File: src/rtl/uart_regblk_pkg.sv
// Package: shared constants and types for the UART register block.
// Assumes a 4-byte register stride and 8 implemented bits per register.
package uart_regblk_pkg;

    localparam int STRIDE_LOG2 = 2;
    localparam int IDX_W       = 4;

    // Register slot indices (address bits 5:2)
    localparam logic [IDX_W-1:0] IX_DATA = 4'd0;
    localparam logic [IDX_W-1:0] IX_IEN  = 4'd1;
    localparam logic [IDX_W-1:0] IX_IID  = 4'd2;
    localparam logic [IDX_W-1:0] IX_LCTL = 4'd3;
    localparam logic [IDX_W-1:0] IX_MCTL = 4'd4;
    localparam logic [IDX_W-1:0] IX_LSTS = 4'd5;
    localparam logic [IDX_W-1:0] IX_MSTS = 4'd6;
    localparam logic [IDX_W-1:0] IX_SCR  = 4'd7;
    localparam logic [IDX_W-1:0] IX_HOLE = 4'd8;
    localparam logic [IDX_W-1:0] IX_GCTL = 4'd9;

    // Bit positions
    localparam int LSTS_READY_BIT = 0;
    localparam int LSTS_HEMPTY_BIT = 5;
    localparam int LSTS_IDLE_BIT  = 6;
    localparam int IEN_RX_BIT     = 0;
    localparam int IEN_TX_BIT     = 1;
    localparam int LCTL_DIVACC_BIT = 7;
    localparam int MCTL_LOOP_BIT  = 4;

    // Number of plain read/write storage registers
    localparam int N_PLAIN = 4;

    // Slot index of plain register k (line ctl, modem ctl, scratch, global ctl)
    function automatic logic [IDX_W-1:0] plain_slot(input int k);
        case (k)
            0:       plain_slot = IX_LCTL;
            1:       plain_slot = IX_MCTL;
            2:       plain_slot = IX_SCR;
            default: plain_slot = IX_GCTL;
        endcase
    endfunction

    // Registered bus response
    typedef struct packed {
        logic        ack;
        logic        err;
        logic [15:0] data;
    } bus_resp_t;

endpackage

File: src/rtl/uart_rb_decode.sv
// Module: address and size decoder for the register block.
// Produces the slot index and an error flag for illegal accesses.
// Assumes the byte address is word aligned on the register stride.
module uart_rb_decode
    import uart_regblk_pkg::*;
#(
    parameter int ADDR_W = 6
) (
    input  logic              size16,
    input  logic [ADDR_W-1:0] addr,
    output logic [IDX_W-1:0]  idx,
    output logic              bad
);

    // Slot index and legality check
    always_comb begin
        idx = addr[STRIDE_LOG2 +: IDX_W];
        bad = 1'b0;
        if (!size16)                          bad = 1'b1;
        if (addr[STRIDE_LOG2-1:0] != '0)      bad = 1'b1;
        if (idx == IX_HOLE || idx > IX_GCTL)  bad = 1'b1;
    end

endmodule

File: src/rtl/uart_rb_plain_reg.sv
// Module: one plain read/write control byte.
// Loads the write data when a legal write targets its slot.
// Assumes the write enable is already qualified by the decoder.
module uart_rb_plain_reg
    import uart_regblk_pkg::*;
#(
    parameter int               REG_W = 8,
    parameter logic [IDX_W-1:0] SLOT  = IX_SCR,
    parameter logic [REG_W-1:0] RST   = '0
) (
    input  logic             clk,
    input  logic             rst_n,
    input  logic             wr_ok,
    input  logic [IDX_W-1:0] idx,
    input  logic [REG_W-1:0] wdata,
    output logic [REG_W-1:0] q
);

    // Storage update
    always_ff @(posedge clk) begin
        if (!rst_n)                        q <= RST;
        else if (wr_ok && idx == SLOT)     q <= wdata;
    end

endmodule

File: src/rtl/uart_rb_rxhold.sv
// Module: one-byte receive hold with data-ready flag and loopback.
// In loopback the transmit write is the only source; the external
// strobe is ignored. A new byte has priority over a read clear.
module uart_rb_rxhold #(
    parameter int REG_W = 8
) (
    input  logic             clk,
    input  logic             rst_n,
    input  logic             loop_en,
    input  logic             thr_wr,
    input  logic [REG_W-1:0] thr_byte,
    input  logic             rx_valid,
    input  logic [REG_W-1:0] rx_byte,
    input  logic             rbr_rd,
    output logic [REG_W-1:0] rbr_q,
    output logic             ready_q
);

    logic             in_valid;
    logic [REG_W-1:0] in_byte;

    // Select the receive source
    always_comb begin
        in_valid = loop_en ? thr_wr   : rx_valid;
        in_byte  = loop_en ? thr_byte : rx_byte;
    end

    // Hold byte and ready flag
    always_ff @(posedge clk) begin
        if (!rst_n) begin
            rbr_q   <= '0;
            ready_q <= 1'b0;
        end else if (in_valid) begin
            rbr_q   <= in_byte;
            ready_q <= 1'b1;
        end else if (rbr_rd) begin
            ready_q <= 1'b0;
        end
    end

endmodule

File: src/rtl/uart_regblk.sv
// Module: UART register block top.
// Decodes register accesses, keeps control bytes and divisor, emits
// transmit strobes and events, and answers each access one cycle later.
// Assumes at most one access per cycle; no back-pressure.
module uart_regblk
    import uart_regblk_pkg::*;
#(
    parameter int               ADDR_W     = 6,
    parameter int               BUS_W      = 16,
    parameter int               REG_W      = 8,
    parameter logic [REG_W-1:0] DIVLO_RST  = 8'h01,
    parameter logic [REG_W-1:0] IID_VALUE  = 8'h01,
    parameter logic [REG_W-1:0] LSTS_RST   = 8'h60
) (
    input  logic              clk,
    input  logic              rst_n,
    input  logic              bus_sel,
    input  logic              bus_wr,
    input  logic [ADDR_W-1:0] bus_addr,
    input  logic              bus_size16,
    input  logic [BUS_W-1:0]  bus_wdata,
    output logic              bus_ack,
    output logic              bus_err,
    output logic [BUS_W-1:0]  bus_rdata,
    output logic [REG_W-1:0]  tx_byte,
    output logic              tx_valid,
    input  logic              tx_idle,
    input  logic [REG_W-1:0]  rx_byte,
    input  logic              rx_valid,
    output logic              tx_event,
    output logic              rx_event
);

    localparam int PAD_W = BUS_W - REG_W;

    logic [IDX_W-1:0] idx;
    logic             dec_bad;
    logic             acc_ok, wr_ok, rd_ok;
    logic             divacc;
    logic             thr_wr, rbr_rd, lsts_rd;
    logic [REG_W-1:0] wbyte;
    logic             unused_hi;

    logic [REG_W-1:0] plain_q [N_PLAIN];
    logic [REG_W-1:0] lctl_q, mctl_q;
    logic [REG_W-1:0] divlo_q, divhi_q, ien_q, lsts_q;
    logic [REG_W-1:0] rbr_q;
    logic             rx_ready;
    logic [REG_W-1:0] live_sts;
    logic [REG_W-1:0] rd_mux;
    bus_resp_t        resp_q;
    logic [REG_W-1:0] tx_byte_q;
    logic             tx_valid_q, tx_event_q;

    uart_rb_decode #(.ADDR_W(ADDR_W)) u_dec (
        .size16 (bus_size16),
        .addr   (bus_addr),
        .idx    (idx),
        .bad    (dec_bad)
    );

    // Access qualification
    always_comb begin
        wbyte   = bus_wdata[REG_W-1:0];
        acc_ok  = bus_sel && !dec_bad;
        wr_ok   = acc_ok && bus_wr;
        rd_ok   = acc_ok && !bus_wr;
        divacc  = lctl_q[LCTL_DIVACC_BIT];
        thr_wr  = wr_ok && idx == IX_DATA && !divacc;
        rbr_rd  = rd_ok && idx == IX_DATA && !divacc;
        lsts_rd = rd_ok && idx == IX_LSTS;
    end

    assign unused_hi = ^bus_wdata[BUS_W-1:REG_W];

    // Plain storage registers
    generate
        for (genvar k = 0; k < N_PLAIN; k++) begin : g_plain
            uart_rb_plain_reg #(
                .REG_W (REG_W),
                .SLOT  (plain_slot(k)),
                .RST   ('0)
            ) u_reg (
                .clk   (clk),
                .rst_n (rst_n),
                .wr_ok (wr_ok),
                .idx   (idx),
                .wdata (wbyte),
                .q     (plain_q[k])
            );
        end
    endgenerate

    assign lctl_q = plain_q[0];
    assign mctl_q = plain_q[1];

    // Divisor bytes and interrupt enables, aliased on the low slots
    always_ff @(posedge clk) begin
        if (!rst_n) begin
            divlo_q <= DIVLO_RST;
            divhi_q <= '0;
            ien_q   <= '0;
        end else if (wr_ok) begin
            if (idx == IX_DATA && divacc)  divlo_q <= wbyte;
            if (idx == IX_IEN && divacc)   divhi_q <= wbyte;
            if (idx == IX_IEN && !divacc)  ien_q   <= wbyte;
        end
    end

    uart_rb_rxhold #(.REG_W(REG_W)) u_rx (
        .clk      (clk),
        .rst_n    (rst_n),
        .loop_en  (mctl_q[MCTL_LOOP_BIT]),
        .thr_wr   (thr_wr),
        .thr_byte (wbyte),
        .rx_valid (rx_valid),
        .rx_byte  (rx_byte),
        .rbr_rd   (rbr_rd),
        .rbr_q    (rbr_q),
        .ready_q  (rx_ready)
    );

    // Live line status
    always_comb begin
        live_sts                  = '0;
        live_sts[LSTS_READY_BIT]  = rx_ready;
        live_sts[LSTS_HEMPTY_BIT] = tx_idle;
        live_sts[LSTS_IDLE_BIT]   = tx_idle;
    end

    // Stored status flags, cleared by a status read
    always_ff @(posedge clk) begin
        if (!rst_n)       lsts_q <= LSTS_RST;
        else if (lsts_rd) lsts_q <= '0;
    end

    // Read data selection
    always_comb begin
        rd_mux = '0;
        case (idx)
            IX_DATA: rd_mux = divacc ? divlo_q : rbr_q;
            IX_IEN:  rd_mux = divacc ? divhi_q : ien_q;
            IX_IID:  rd_mux = IID_VALUE;
            IX_LCTL: rd_mux = plain_q[0];
            IX_MCTL: rd_mux = plain_q[1];
            IX_LSTS: rd_mux = lsts_q | live_sts;
            IX_MSTS: rd_mux = '0;
            IX_SCR:  rd_mux = plain_q[2];
            IX_GCTL: rd_mux = plain_q[3];
            default: rd_mux = '0;
        endcase
    end

    // Registered response
    always_ff @(posedge clk) begin
        if (!rst_n) begin
            resp_q <= '0;
        end else begin
            resp_q.ack  <= bus_sel;
            resp_q.err  <= bus_sel && dec_bad;
            resp_q.data <= rd_ok ? {{PAD_W{1'b0}}, rd_mux} : '0;
        end
    end

    // Transmit strobe and event
    always_ff @(posedge clk) begin
        if (!rst_n) begin
            tx_byte_q  <= '0;
            tx_valid_q <= 1'b0;
            tx_event_q <= 1'b0;
        end else begin
            tx_valid_q <= thr_wr;
            tx_event_q <= thr_wr && ien_q[IEN_TX_BIT];
            if (thr_wr) tx_byte_q <= wbyte;
        end
    end

    assign bus_ack   = resp_q.ack;
    assign bus_err   = resp_q.err;
    assign bus_rdata = resp_q.data;
    assign tx_byte   = tx_byte_q;
    assign tx_valid  = tx_valid_q;
    assign tx_event  = tx_event_q;
    assign rx_event  = rx_ready && ien_q[IEN_RX_BIT];

endmodule

File: config.mk
export PLATFORM = sky130hd
export DESIGN_NAME = uart_regblk
export DESIGN_NICKNAME = d
export VERILOG_FILES = /design/src/rtl/uart_regblk_pkg.sv /design/src/rtl/uart_rb_decode.sv /design/src/rtl/uart_rb_plain_reg.sv /design/src/rtl/uart_rb_rxhold.sv /design/src/rtl/uart_regblk.sv
export SDC_FILE = /design/constraint.sdc
export NUM_CORES = 1
export LEC_CHECK = 0
export BUFFER_PORTS_ARGS = -buffer_cell sky130_fd_sc_hd__buf_4
export CAP_MARGIN = 20
export CORE_MARGIN = 5
export CORE_UTILIZATION = 60
export DETAILED_ROUTE_END_ITERATION = 10
export HOLD_SLACK_MARGIN = 0.08
export PLACE_DENSITY = 0.95
export SYNTH_ARGS = -nofsm -noshare
export SYNTH_HDL_FRONTEND = slang
export SYNTH_SLANG_ARGS = --single-unit
File: constraint.sdc
create_clock -name clk -period 2.85 [get_ports clk]
set_input_delay 0.4275 -clock clk [delete_from_list [all_inputs] [get_ports clk]]
set_output_delay 0.4275 -clock clk [all_outputs]
set_load 0.01 [all_outputs]
Yosys cells after proc, flatten, opt, wreduce, memory -nomap -nowiden
Cells that the tools add are included.
W data, S select, Z words.
- $lt $le $gt $ge: 1
- eq/ne operators: 8
- muxes and demuxes: 10
- bitwise operators: 1
- reductions and logical operators: 29
- operators with widths (cell ; number):
    $pmux W8 S8 ; 1
    $mux W8 ; 3
    $logic_and A1 B1 Y1 ; 18
    $eq A4 B3 Y1 const B ; 3
    $eq A4 B2 Y1 const B ; 2
    $eq A4 B4 Y1 const B ; 2
    $reduce_and A2 Y1 ; 4
    $or A7 B7 Y7 ; 1
    $mux W1 ; 6
    $eq A4 B1 Y1 const B ; 1
    $gt A4 B4 Y1 const B ; 1
    $logic_not A4 Y1 ; 1
    $reduce_bool A2 Y1 ; 2
    $logic_not A1 Y1 ; 3
    $logic_or A1 B1 Y1 ; 1
- register bits: 95
- output and inout bits: 29
- logic and storage cells: 66

Depth between registers and ports, before layout
Gate-level depths: netlist (run 1).
- word-level depth: 10
- gate-level depth with buffers: 6
- mapped depth without buffers: 4

Hierarchy
A second synthesis (run 1) with hierarchy kept.
- cell total of the unflattened synthesis: 449
- area, all modules: 4194.0 sq um
- modules (own cells, without submodules) (module ; times used ; cells each ; area an instance (sq um) ; seq. area each (sq um)):
    uart_regblk ; 1 ; 256 ; 2346.0 ; 900.9
    uart_rb_rxhold ; 1 ; 39 ; 425.4 ; 180.2
    uart_rb_plain_reg (g_plain[3].u_reg) ; 1 ; 36 ; 345.3 ; 160.2
    uart_rb_plain_reg (g_plain[2].u_reg) ; 1 ; 37 ; 341.6 ; 160.2
    uart_rb_plain_reg (g_plain[1].u_reg) ; 1 ; 37 ; 337.8 ; 160.2
    uart_rb_plain_reg (g_plain[0].u_reg) ; 1 ; 36 ; 335.3 ; 160.2
    uart_rb_decode ; 1 ; 8 ; 62.6 ; 0.0

Worst setup path before layout (run 1)
OpenSTA, ideal clock, no wires.
- kind: input to register
- start: in bus_addr[1]
- end: reg resp_q, in the netlist bus_rdata[5]
- setup time: 0.081 ns
- arrival: 1.620 ns
- path slack: 1.150 ns
- stages: 6
- path buffers: 2
- cells stage by stage: nor4bb_1 > buf_4 > nand2b_1 > or3_1 > clkbuf_1 > a41oi_1
- longest elaborated chain between the ends: 7
- ends and longest elaborated chain (element ; line ; text):
    start, declared ; uart_regblk.sv:19 ; input logic [ADDR_W-1:0] bus_addr,
    $reduce_bool A2 Y1 ; uart_rb_decode.sv:20 ; if (addr[STRIDE_LOG2-1:0] != '0) bad = 1'b1;
    $mux W1 ; uart_rb_decode.sv:20 ;
    $mux W1 ; uart_rb_decode.sv:21 ; if (idx == IX_HOLE || idx > IX_GCTL) bad = 1'b1;
    $logic_not A1 Y1 ; uart_regblk.sv:65 ; acc_ok = bus_sel && !dec_bad;
    $logic_and A1 B1 Y1 ; uart_regblk.sv:65 ;
    $logic_and A1 B1 Y1 ; uart_regblk.sv:67 ; rd_ok = acc_ok && !bus_wr;
    $reduce_and A2 Y1 (no source line) ; -- ;
    end, declared ; uart_regblk.sv:51 ; bus_resp_t resp_q;
Every way passes these cells.
A chain may end at the register's enable or synchronous reset.

Worst setup path in the final report (run 1)
- start: reg g_plain[0].u_reg.q[7]
- end: reg divhi_q[4]
- longest elaborated chain between the ends: 2
- ends and longest elaborated chain (element ; line ; text):
    start, declared ; uart_rb_plain_reg.sv:16 ; output logic [REG_W-1:0] q
    start signal, assigned ; uart_rb_plain_reg.sv:22 ; else if (wr_ok && idx == SLOT) q <= wdata;
    $logic_and A1 B1 Y1 ; uart_regblk.sv:105 ; if (idx == IX_IEN && divacc) divhi_q <= wbyte;
    $reduce_and A2 Y1 (no source line) ; -- ;
    end signal, assigned ; uart_regblk.sv:105 ;
    end, declared ; uart_regblk.sv:46 ; logic [REG_W-1:0] divlo_q, divhi_q, ien_q, lsts_q;
Every way passes these cells.

==> metrics, run 1 <==
Final Setup Violations 0; top cells by area, synth dfxtp_1 45%, mux2i_1 14%, o21ai_0 4.7%, mux2_2 4.1%, nand3_1 4.0%; TritonCTS clock tree done; pre-CTS setup slack 0.620 ns; clk slew on worst S/H paths 0.09 ns; Die Wd 90.1 µm; synthesized flop and latch total 86; share of cells above drive strength 1 21.7%; setup ws final 0.693 ns; Pre-Repair DR Iteration Count 5; gr ovfl total 0; Avg WL per Cell 18.6 µm; clk_lat worst skew 0.37 ns; syn_area_per_cell 9.38 µm²; placement row count 29; number of global-route vias before repair 3,204; Area Overhead vs Synth 13.9%; Via density 6.19; 1st-iter DRT viols 303; first-pass GRT wire length 15.8 mm; Antenna Cells 0; Ports 66; Setup Skew 0.00520 ns; Detail Route Antenna Nets 0; gr usage total 24.0%; area leader, netlist dfxtp_1; placed cell count 507; Pleak 1.90 nW; status finished, final reports clean; Final Non-Filler Cells 523; Setup crit end kind flip-flop; post-synth top area share 44.7%; largest net degree at the start of global routing 59; WP data arrival 2.39 ns; fillers 454; Hold Buf Count CTS 0; WP data required 3.08 ns; crit path launch type flip-flop; final worst-path cycle share 75.7%; Final nets 478; maxcap violations 0; worst-margin pin slew 0.717 ns; PortBufs 49; CP Max Fanout 17; Post-CTS Setup Bufs 0; htree depth 3; post-CTS sizing 0; post-synthesis cell count 410; Starting Density 61.3%; EDFF count, synth 0; register area 1720 µm²; max-slew violations 0; initial antenna violation count 0; RSZ-0062 raised after global routing false; synth unique cells 48; FMAX 464 MHz; full die area 8110 µm²; core footprint 6280 µm²; Min Hold Slack 0.239 ns; Worst slew margin 52.1%; YS warnings 0; post-synthesis sequential area ratio 44.7%; clk sinks 86; Residual DRC 0; pwr/cell area 534 nW/µm²; CTS Buffer Depth 2; clock buffer count from CTS 9; Max rail drop VDD 0.333 mV; top_reg_cell synth dfxtp_1; count leader, synth dfxtp_1; Root Driver clkbuf_8; total negative slack 0 ns; Final Critical Period 2.16 ns; routed wire length 9.73 mm; Multi-input gate area 1940 µm²; Setup CP Type reg -> reg; worst hold-check path type in -> reg; gpl congestion 0.862; Final HPWL DP 6.59 mm; Commonest cells post-synth 86 x dfxtp_1, 52 x mux2i_1, 38 x nor2_1, 36 x o21ai_0, 35 x nand2_1; Post-synth ARST share 0%; die height 90.1 µm; Hold Violations, Final 0; Synth Cell Area 3850 µm²; via count 3,237
## layout by cell type, fill, tap and decap left out, drive strengths merged, types with 3 or more instances in the layout
cell / Yosys / final
and2: 3 / 3
a31oi: 3 / 3
clkinv: 1 / 3
o22ai: 4 / 4
dfxtp: 86 / 86
mux2i: 52 / 52
clkbuf: 18 / 9
a22oi: 4 / 4
o21ai: 36 / 36
or2: 4 / 4
a21oi: 9 / 9
mux2: 15 / 15
a221oi: 6 / 6
inv: 2 / 3
nand2b: 3 / 3
nand4: 4 / 4
nor3b: 3 / 3
buf: 21 / 52
nand2: 35 / 35
nand3: 34 / 34
nor2: 38 / 38
conb: 1 / 8
## sequential cells by signal, indices dropped and copies added (netlist names)
name	count
bus_ack	1
bus_err	1
bus_rdata	8
divhi_q	8
divlo_q	8
g_plain.u_reg.q	32
ien_q	8
lsts_q	1
tx_byte	8
tx_event	1
tx_valid	1
u_rx.rbr_q	8
u_rx.ready_q	1
## kinds of logic after synthesis
group	synth area share, %
AOI/OAI and AO/OA	11.1
other	0.0975
DFF	44.7
and+or+nand+nor	20.5
buffers and inverters	5.63
muxes	18.0
## metal layers
metal | global-route usage [%] | wire, µm
met1 | 27.9 | 3700
met2 | 40.4 | 5060
met3 | 5.59 | 669
met4 | 13.6 | 302
met5 | 0 | 0
## path summary, 6_finish.rpt
kind | slack [ns] | to | startpoint | depth (start not counted)
max | 0.69 | divhi_q[4] | g_plain[0].u_reg.q[7] | 3
min | 0.24 | bus_err | bus_size16 | 2
max reg2reg | 0.69 | divhi_q[4] | g_plain[0].u_reg.q[7] | 3
min reg2reg | 0.46 | lsts_q[5] | lsts_q[5] | 2
## final cells by class
class	instances	share of cell area, %
Clock buffer	9	2.83
Clock inverter	7	2.23
Inverter	3	0.257
Multi-Input combinational cell	289	44.3
Sequential cell	86	39.3
Tap cell	77	2.20
Timing Repair Buffer	52	8.91
## stage by stage
| stage | cell area (µm²) | util [%] | total power [mW] |
|---|---|---|---|
| after floorplan | 3870 | - | 1.35 |
| after global placement | 4160 | 66.3 | 1.40 |
| after detailed placement | 4160 | 66.3 | 1.41 |
| after CTS | 4380 | 69.8 | 2.34 |
| after global routing | 4380 | 69.8 | 2.41 |
| final | 4380 | 69.8 | 2.34 |
## power breakdown
part	internal (mW)	leakage, nW	switching (mW)
Combinational	0.0646	1.10	0.106
Clock	0.496	0.106	0.460
Sequential	1.21	0.695	0.00578
Total	1.77	1.90	0.571
## critical path, cell delays in order (launching register included)
cell     delay (ns)
dfxtp_1        0.79
nand4_1        0.73
nand3_1        0.35
o21ai_0        0.14
No activity file was read; power rests on OpenSTA's default activity.
==> run 2, diff against run 1 <==
--- a/config.mk
+++ b/config.mk
@@ -5,13 +5,14 @@
 export SDC_FILE = /design/constraint.sdc
 export NUM_CORES = 1
 export LEC_CHECK = 0
+export ABC_AREA = 1
 export BUFFER_PORTS_ARGS = -buffer_cell sky130_fd_sc_hd__buf_4
 export CAP_MARGIN = 20
 export CORE_MARGIN = 5
-export CORE_UTILIZATION = 60
+export CORE_UTILIZATION = 50
 export DETAILED_ROUTE_END_ITERATION = 10
 export HOLD_SLACK_MARGIN = 0.08
-export PLACE_DENSITY = 0.95
+export PLACE_DENSITY = 0.86
 export SYNTH_ARGS = -nofsm -noshare
 export SYNTH_HDL_FRONTEND = slang
 export SYNTH_SLANG_ARGS = --single-unit
==> constraint.sdc (replaced) <==
create_clock -name clk -period 1.9 [get_ports clk]
set_input_delay 0.285 -clock clk [delete_from_list [all_inputs] [get_ports clk]]
set_output_delay 0.285 -clock clk [all_outputs]
set_load 0.01 [all_outputs]
==> run 2 against run 1 <==
Compared with the run above:
- sequential power grew 49%
- first-iteration DRC count is 8.6% lower
- hold slack got worse by 0.078 ns
- worst setup slack got worse by 0.38 ns
- maximum frequency is 36% higher
- sequential share of layout area fell by 0.24 points
- sequential cell count is the same
- final cell count rose by 25%
- cell area grew 0.69%
- clock skew grew 0.0011 ns
- critical endpoint is now ien_q[4]
- largest power group unchanged
==> metrics, run 2 <==
Final HPWL DP 6.85 mm (+3.9%); gr ovfl total 0 (unchanged); post-synthesis cell count 499 (+22%); gr usage total 20.5% (-3.6 points); placed cell count 639 (+26%); Area Overhead vs Synth 14.9%; Placement Cell Area 4230 µm² (+1.7%); clk slew on worst S/H paths 0.09 ns (about the same); fin area 4410 µm² (+0.69%); worst flop-to-flop path startpoint g_plain[0].u_reg.q[7]; Starting Density 50.5% (-11 points); Commonest cells post-synth 87 x nand2_1, 86 x dfxtp_1, 72 x a21oi_1, 72 x o21ai_0; CTS Buffer Depth 2 (unchanged); Min-Delay Startpoint bus_sel; pwr/cell area 737 nW/µm² (+38%); Final Non-Filler Cells 655 (+25%); R2R cell count 5 (+2); TritonCTS clock tree done; routed wire length 9.44 mm (-3.0%); Final Setup Violations 0 (unchanged); synthesized flop and latch total 86 (unchanged); Hold Violations, Final 0 (unchanged); placement row count 32 (+10%); Sw Share 26.4% (+2.0 points); total negative slack 0 ns (unchanged); Ports 66 (unchanged); worst-margin pin slew 0.544 ns (-0.173 ns); Pwr Total 3.25 mW (+39%); clk sinks 86 (unchanged); WP data required 2.15 ns (-0.93 ns); maxcap violations 0 (unchanged); initial antenna violation count 0 (unchanged); Post-synth ARST share 0% (unchanged); internal power contribution 2.40 mW (+35%); Max rail drop VDD 0.317 mV (-4.6%); Detail Route Antenna Nets 0 (unchanged); Pre-Repair DR Iteration Count 5 (unchanged); PortBufs 49 (unchanged); Worst slew margin 63.6% (+12 points); max-slew violations 0 (unchanged); Final Critical Period 1.59 ns (-0.569 ns); Setup crit end kind flip-flop; clk_lat worst skew 0.37 ns (about the same); Via density 5.32 (-14%); CP Max Fanout 15 (-2); commonest non-fill, non-tap cell in the layout nand2_1; Pleak 2.08 nW (+9.1%); Final nets 585 (+22%); FMAX 630 MHz (+36%); crit path launch type flip-flop; RR Endpoint ien_q[4]; core footprint 7610 µm² (+21%); most frequent cells in the layout 87 x nand2_1, 85 x dfxtp_1, 72 x a21oi_1, 72 x o21ai_0, 63 x buf_4; Hold Buf Count CTS 0 (unchanged); htree depth 3 (unchanged); post-synth top area share 44.8% (+0.073 points); largest net degree at the start of global routing 49 (-17%); post-synthesis sequential area ratio 44.8% (+0.073 points); pre-CTS setup slack 0.0932 ns (-0.526 ns); Die Wd 97.7 µm (+8.4%); status finished, final reports clean; clock power share 36.6% (-4.2 points); Antenna Cells 0 (unchanged); fin util 58.0% (-12 points); RSZ-0062 raised after global routing false; Comb pwr share 7.4% (about the same); worst hold-check path type in -> reg; count leader, synth nand2_1; 1st-iter DRT viols 277 (-8.6%); number of global-route vias before repair 3,272 (+2.1%); first-pass GRT wire length 15.7 mm (-0.78%); full die area 9540 µm² (+18%); Min-Delay Endpoint bus_ack; Largest Register g_plain.u_reg.q; Min Hold Slack 0.162 ns (-0.0776 ns); YS warnings 0 (unchanged); top_reg_cell synth dfxtp_1; WP data arrival 1.84 ns (-0.55 ns); gpl congestion 0.857 (-0.61%); NetSw 0.859 mW (+50%); syn_area_per_cell 7.70 µm² (-18%); via count 3,486 (+7.7%); top cells by area, synth dfxtp_1 45%, a21oi_1 9.4%, o21ai_0 9.4%, nand2_1 8.5%, nand3_1 3.9%; Residual DRC 0 (unchanged); fillers 693 (+53%); clock buffer count from CTS 9 (unchanged); final worst-path cycle share 83.6% (+7.9 points); synth unique cells 30 (-38%); EDFF count, synth 0 (unchanged); r2r setup slk 0.31 ns (-0.38 ns); Avg WL per Cell 14.4 µm (-23%); Flop pwr share 56.1% (+4.2 points); die height 97.7 µm (+8.4%); Root Driver clkbuf_8; Setup CP Type reg -> reg; max reg flops 32 (unchanged); Synth Cell Area 3840 µm² (-0.16%); setup ws final 0.312 ns (-0.381 ns); area leader, netlist dfxtp_1; worst hold path depth 3 (+1); share of cells above drive strength 1 18.4% (-3.3 points); Setup Skew 0.00635 ns (+0.00115 ns)
-- run 2: changes by cell type after synthesis, sizes merged, moves of 15 or more --
cell / delta
a21oi: +63
inv: +32
mux2i: -52
mux2: -15
o21ai: +43
nand2: +55
-- run 2: critical path: stages, from the launching register on --
cell and delay [ns]:
dfxtp_2 0.51, clkinv_1 0.31, nand2_1 0.30, nor2_8 0.10
o21ai_0 0.18, a21oi_1 0.07
-- run 2: cell type report --
type	instances	area, µm²	share of cell area (%)
Tap cell	102	128	2.89
Sequential cell	86	1720	39.0
Clock buffer	9	124	2.81
Multi-Input combinational cell	345	1730	39.2
Timing Repair Buffer	64	493	11.2
Inverter	42	158	3.57
Clock inverter	7	56.3	1.28
-- run 2: logic make-up after synthesis --
kind of cell	count (synthesis)	synth area share, %
DFF	86	44.8
and+or+nand+nor	183	24.0
buffers and inverters	75	10.8
other	1	0.0976
AOI/OAI and AO/OA	154	20.3
-- run 2: worst max-delay path by stage --
stage | start | end | slack, ns | cells past startpoint
final | g_plain[0].u_reg.q[7] | ien_q[4] | 0.31 | 5
after global routing | g_plain[1].u_reg.q[4] | u_rx.rbr_q[4] | 0.20 | 4
after CTS | g_plain[0].u_reg.q[7] | ien_q[4] | 0.05 | 5
after detailed placement | g_plain[0].u_reg.q[7] | ien_q[4] | 0.09 | 5
after global placement | g_plain[0].u_reg.q[7] | bus_rdata[1] | 0.15 | 5
after floorplan | bus_addr[1] | divlo_q[6] | 0.56 | 7
-- run 2: per-layer routing --
metal  global-route usage (%)  share of wire [%]  up-vias
li1                         -                  -     1746
met1                     25.6                 41     1580
met2                     33.5                 48      134
met3                     4.16                7.3       26
met4                     9.80                3.0        0
met5                        0                  0        -
-- run 2: power groups by stage --
| stage | clock network (mW) | registers, mW | logic, mW |
|---|---|---|---|
| after floorplan | 0 | 1.87 | 0.143 |
| after global placement | 0 | 1.87 | 0.232 |
| after detailed placement | 0 | 1.87 | 0.238 |
| after CTS | 1.20 | 1.82 | 0.238 |
| after global routing | 1.29 | 1.83 | 0.263 |
| final | 1.19 | 1.82 | 0.240 |
-- run 2: what timing repair did --
item / CTS / global route
gates resized for setup: 0 / 1
setup buffers: 0 / 0
setup endpoints to repair: 0 / 11
==> run 3, diff against run 2 <==
==> constraint.sdc (replaced) <==
create_clock -name clk -period 1.4 [get_ports clk]
set_input_delay 0.21 -clock clk [delete_from_list [all_inputs] [get_ports clk]]
set_output_delay 0.21 -clock clk [all_outputs]
set_load 0.01 [all_outputs]
==> run 3 against run 2 <==
Compared with the run above:
- non-clock buffer count up 26
- via count grew 8.9%
- clock skew increased by 0.0098 ns
- critical path type unchanged
- highest routed layer unchanged
==> metrics, run 3 (same netlist as run 2, synthesis figures left out) <==
commonest non-fill, non-tap cell in the layout buf_4; WP data required 1.66 ns (-0.49 ns); Setup CP Type reg -> reg; FMAX 724 MHz (+15%); Final nets 611 (+4.4%); RSZ-0062 raised after global routing true; crit path max-delay cell type dfxtp_1; Die Wd 97.7 µm (unchanged); pre-CTS setup slack -0.156 ns (-0.249 ns); clock buffer count from CTS 9 (unchanged); Hold Buf Count CTS 0 (unchanged); max reg flops 32 (unchanged); Worst path top cell family by delay simple AND/OR/NAND/NOR gates; clk_lat worst skew 0.37 ns (about the same); placement row count 32 (unchanged); Max stage delay on crit path 0.39 ns (-0.12 ns); Root Driver clkbuf_8; Final HPWL DP 7.40 mm (+8.1%); gpl congestion 0.914 (+6.7%); gr usage total 21.9% (+1.4 points); Avg WL per Cell 15.5 µm (+7.2%); CP cell instances buf_12 -> nor2_4 -> buf_4 -> nand2_1 -> nand4_1 -> nor3_1 -> nor2_1; Via density 5.58 (+4.9%); initial antenna violation count 0 (unchanged); number of global-route vias before repair 3,472 (+6.1%); most frequent cells in the layout 87 x buf_4, 86 x nand2_1, 86 x dfxtp_1; Final Critical Period 1.38 ns (-0.207 ns); max-slew violations 0 (unchanged); clk sinks 86 (unchanged); status finished, final reports clean; core footprint 7610 µm² (unchanged); setup ws final 0.0197 ns (-0.293 ns); CTS Buffer Depth 2 (unchanged); maxcap violations 0 (unchanged); Residual DRC 0 (unchanged); WP data arrival 1.64 ns (-0.20 ns); crit path launch type flip-flop; total negative slack 0 ns (unchanged); WP buf/inv 2 (+1); worst hold-check path type in -> reg; final worst-path cycle share 98.6% (+15 points); Detail Route Antenna Nets 0 (unchanged); clk slew on worst S/H paths 0.09 ns (about the same); Starting Density 50.5% (unchanged); CP Max Fanout 25 (+10); routed wire length 10.5 mm (+11%); Area Overhead vs Synth 21.6%; Final Setup Violations 0 (unchanged); TritonCTS clock tree done; Ports 66 (unchanged); htree depth 3 (unchanged); via count 3,796 (+8.9%); die height 97.7 µm (unchanged); gr ovfl total 0 (unchanged); PortBufs 49 (unchanged); fin util 61.4% (+3.4 points); Pleak 2.23 nW (+7.2%); share of cells above drive strength 1 22.0% (+3.5 points); 1st-iter DRT viols 372 (+34%); pwr/cell area 1020 nW/µm² (+38%); Setup Skew 0.0161 ns (+0.00977 ns); Antenna Cells 0 (unchanged); full die area 9540 µm² (unchanged); Largest Register g_plain.u_reg.q; Pwr Total 4.74 mW (+46%); Setup crit end kind flip-flop; Max rail drop VDD 0.550 mV (+73%); first-pass GRT wire length 16.6 mm (+5.9%); largest net degree at the start of global routing 41 (-16%); Pre-Repair DR Iteration Count 6 (+1); Hold Violations, Final 0 (unchanged)
## run 3: metrics by stage
step / cell area [µm²] / cells / hold WS, ns
detailed placement: 4430 / 662 / 0.472
CTS: 4640 / 677 / 0.102
global route: 4670 / 680 / 0.117
finish: 4670 / 680 / 0.0963
floorplan: 3870 / 506 / 0.321
global placement: 4430 / 662 / 0.446
## run 3: cell type report
cell class / instances / area [µm²]
fill: 669 / 2940
multi-input combinational: 345 / 1740
sequential: 86 / 1720
timing repair buffer: 90 / 713
inverter: 42 / 158
clock buffer: 10 / 128
tap: 102 / 128
clock inverter: 5 / 82.6
## run 3: final timing paths
check / end / cells after the start / slack (ns) / from
hold / removal: bus_ack / 3 / 0.1 / bus_sel
setup / recovery: bus_rdata[2] / 7 / 0.02 / g_plain[0].u_reg.q[7]
hold reg to reg: lsts_q[5] / 2 / 0.48 / lsts_q[5]
setup reg to reg: bus_rdata[2] / 7 / 0.02 / g_plain[0].u_reg.q[7]
## run 3: tightest hold or removal path: stages
cell and delay, ns:
buf_4 0.11, nand2_1 0.07, inv_1 0.05
## run 3: what timing repair did
action	CTS	global route
endpoints found under the setup margin	0	24
gates resized for setup	0	2
setup buffers	0	3
## run 3: where the power goes
| group | switching [mW] | leakage, nW | internal, mW |
|---|---|---|---|
| logic | 0.217 | 1.42 | 0.152 |
| clock network | 0.891 | 0.107 | 1.00 |
| registers | 0.00997 | 0.695 | 2.47 |
| total | 1.12 | 2.23 | 3.62 |
## run 3: per-layer routing
metal	track usage, %	part of all wire [%]	up-vias	routed length [µm]
met5	0	0	-	0
li1	-	-	1792	-
met1	25.6	39	1766	4120
met2	36.8	49	191	5100
met4	11.0	4.7	0	498
met3	5.60	7.5	47	785
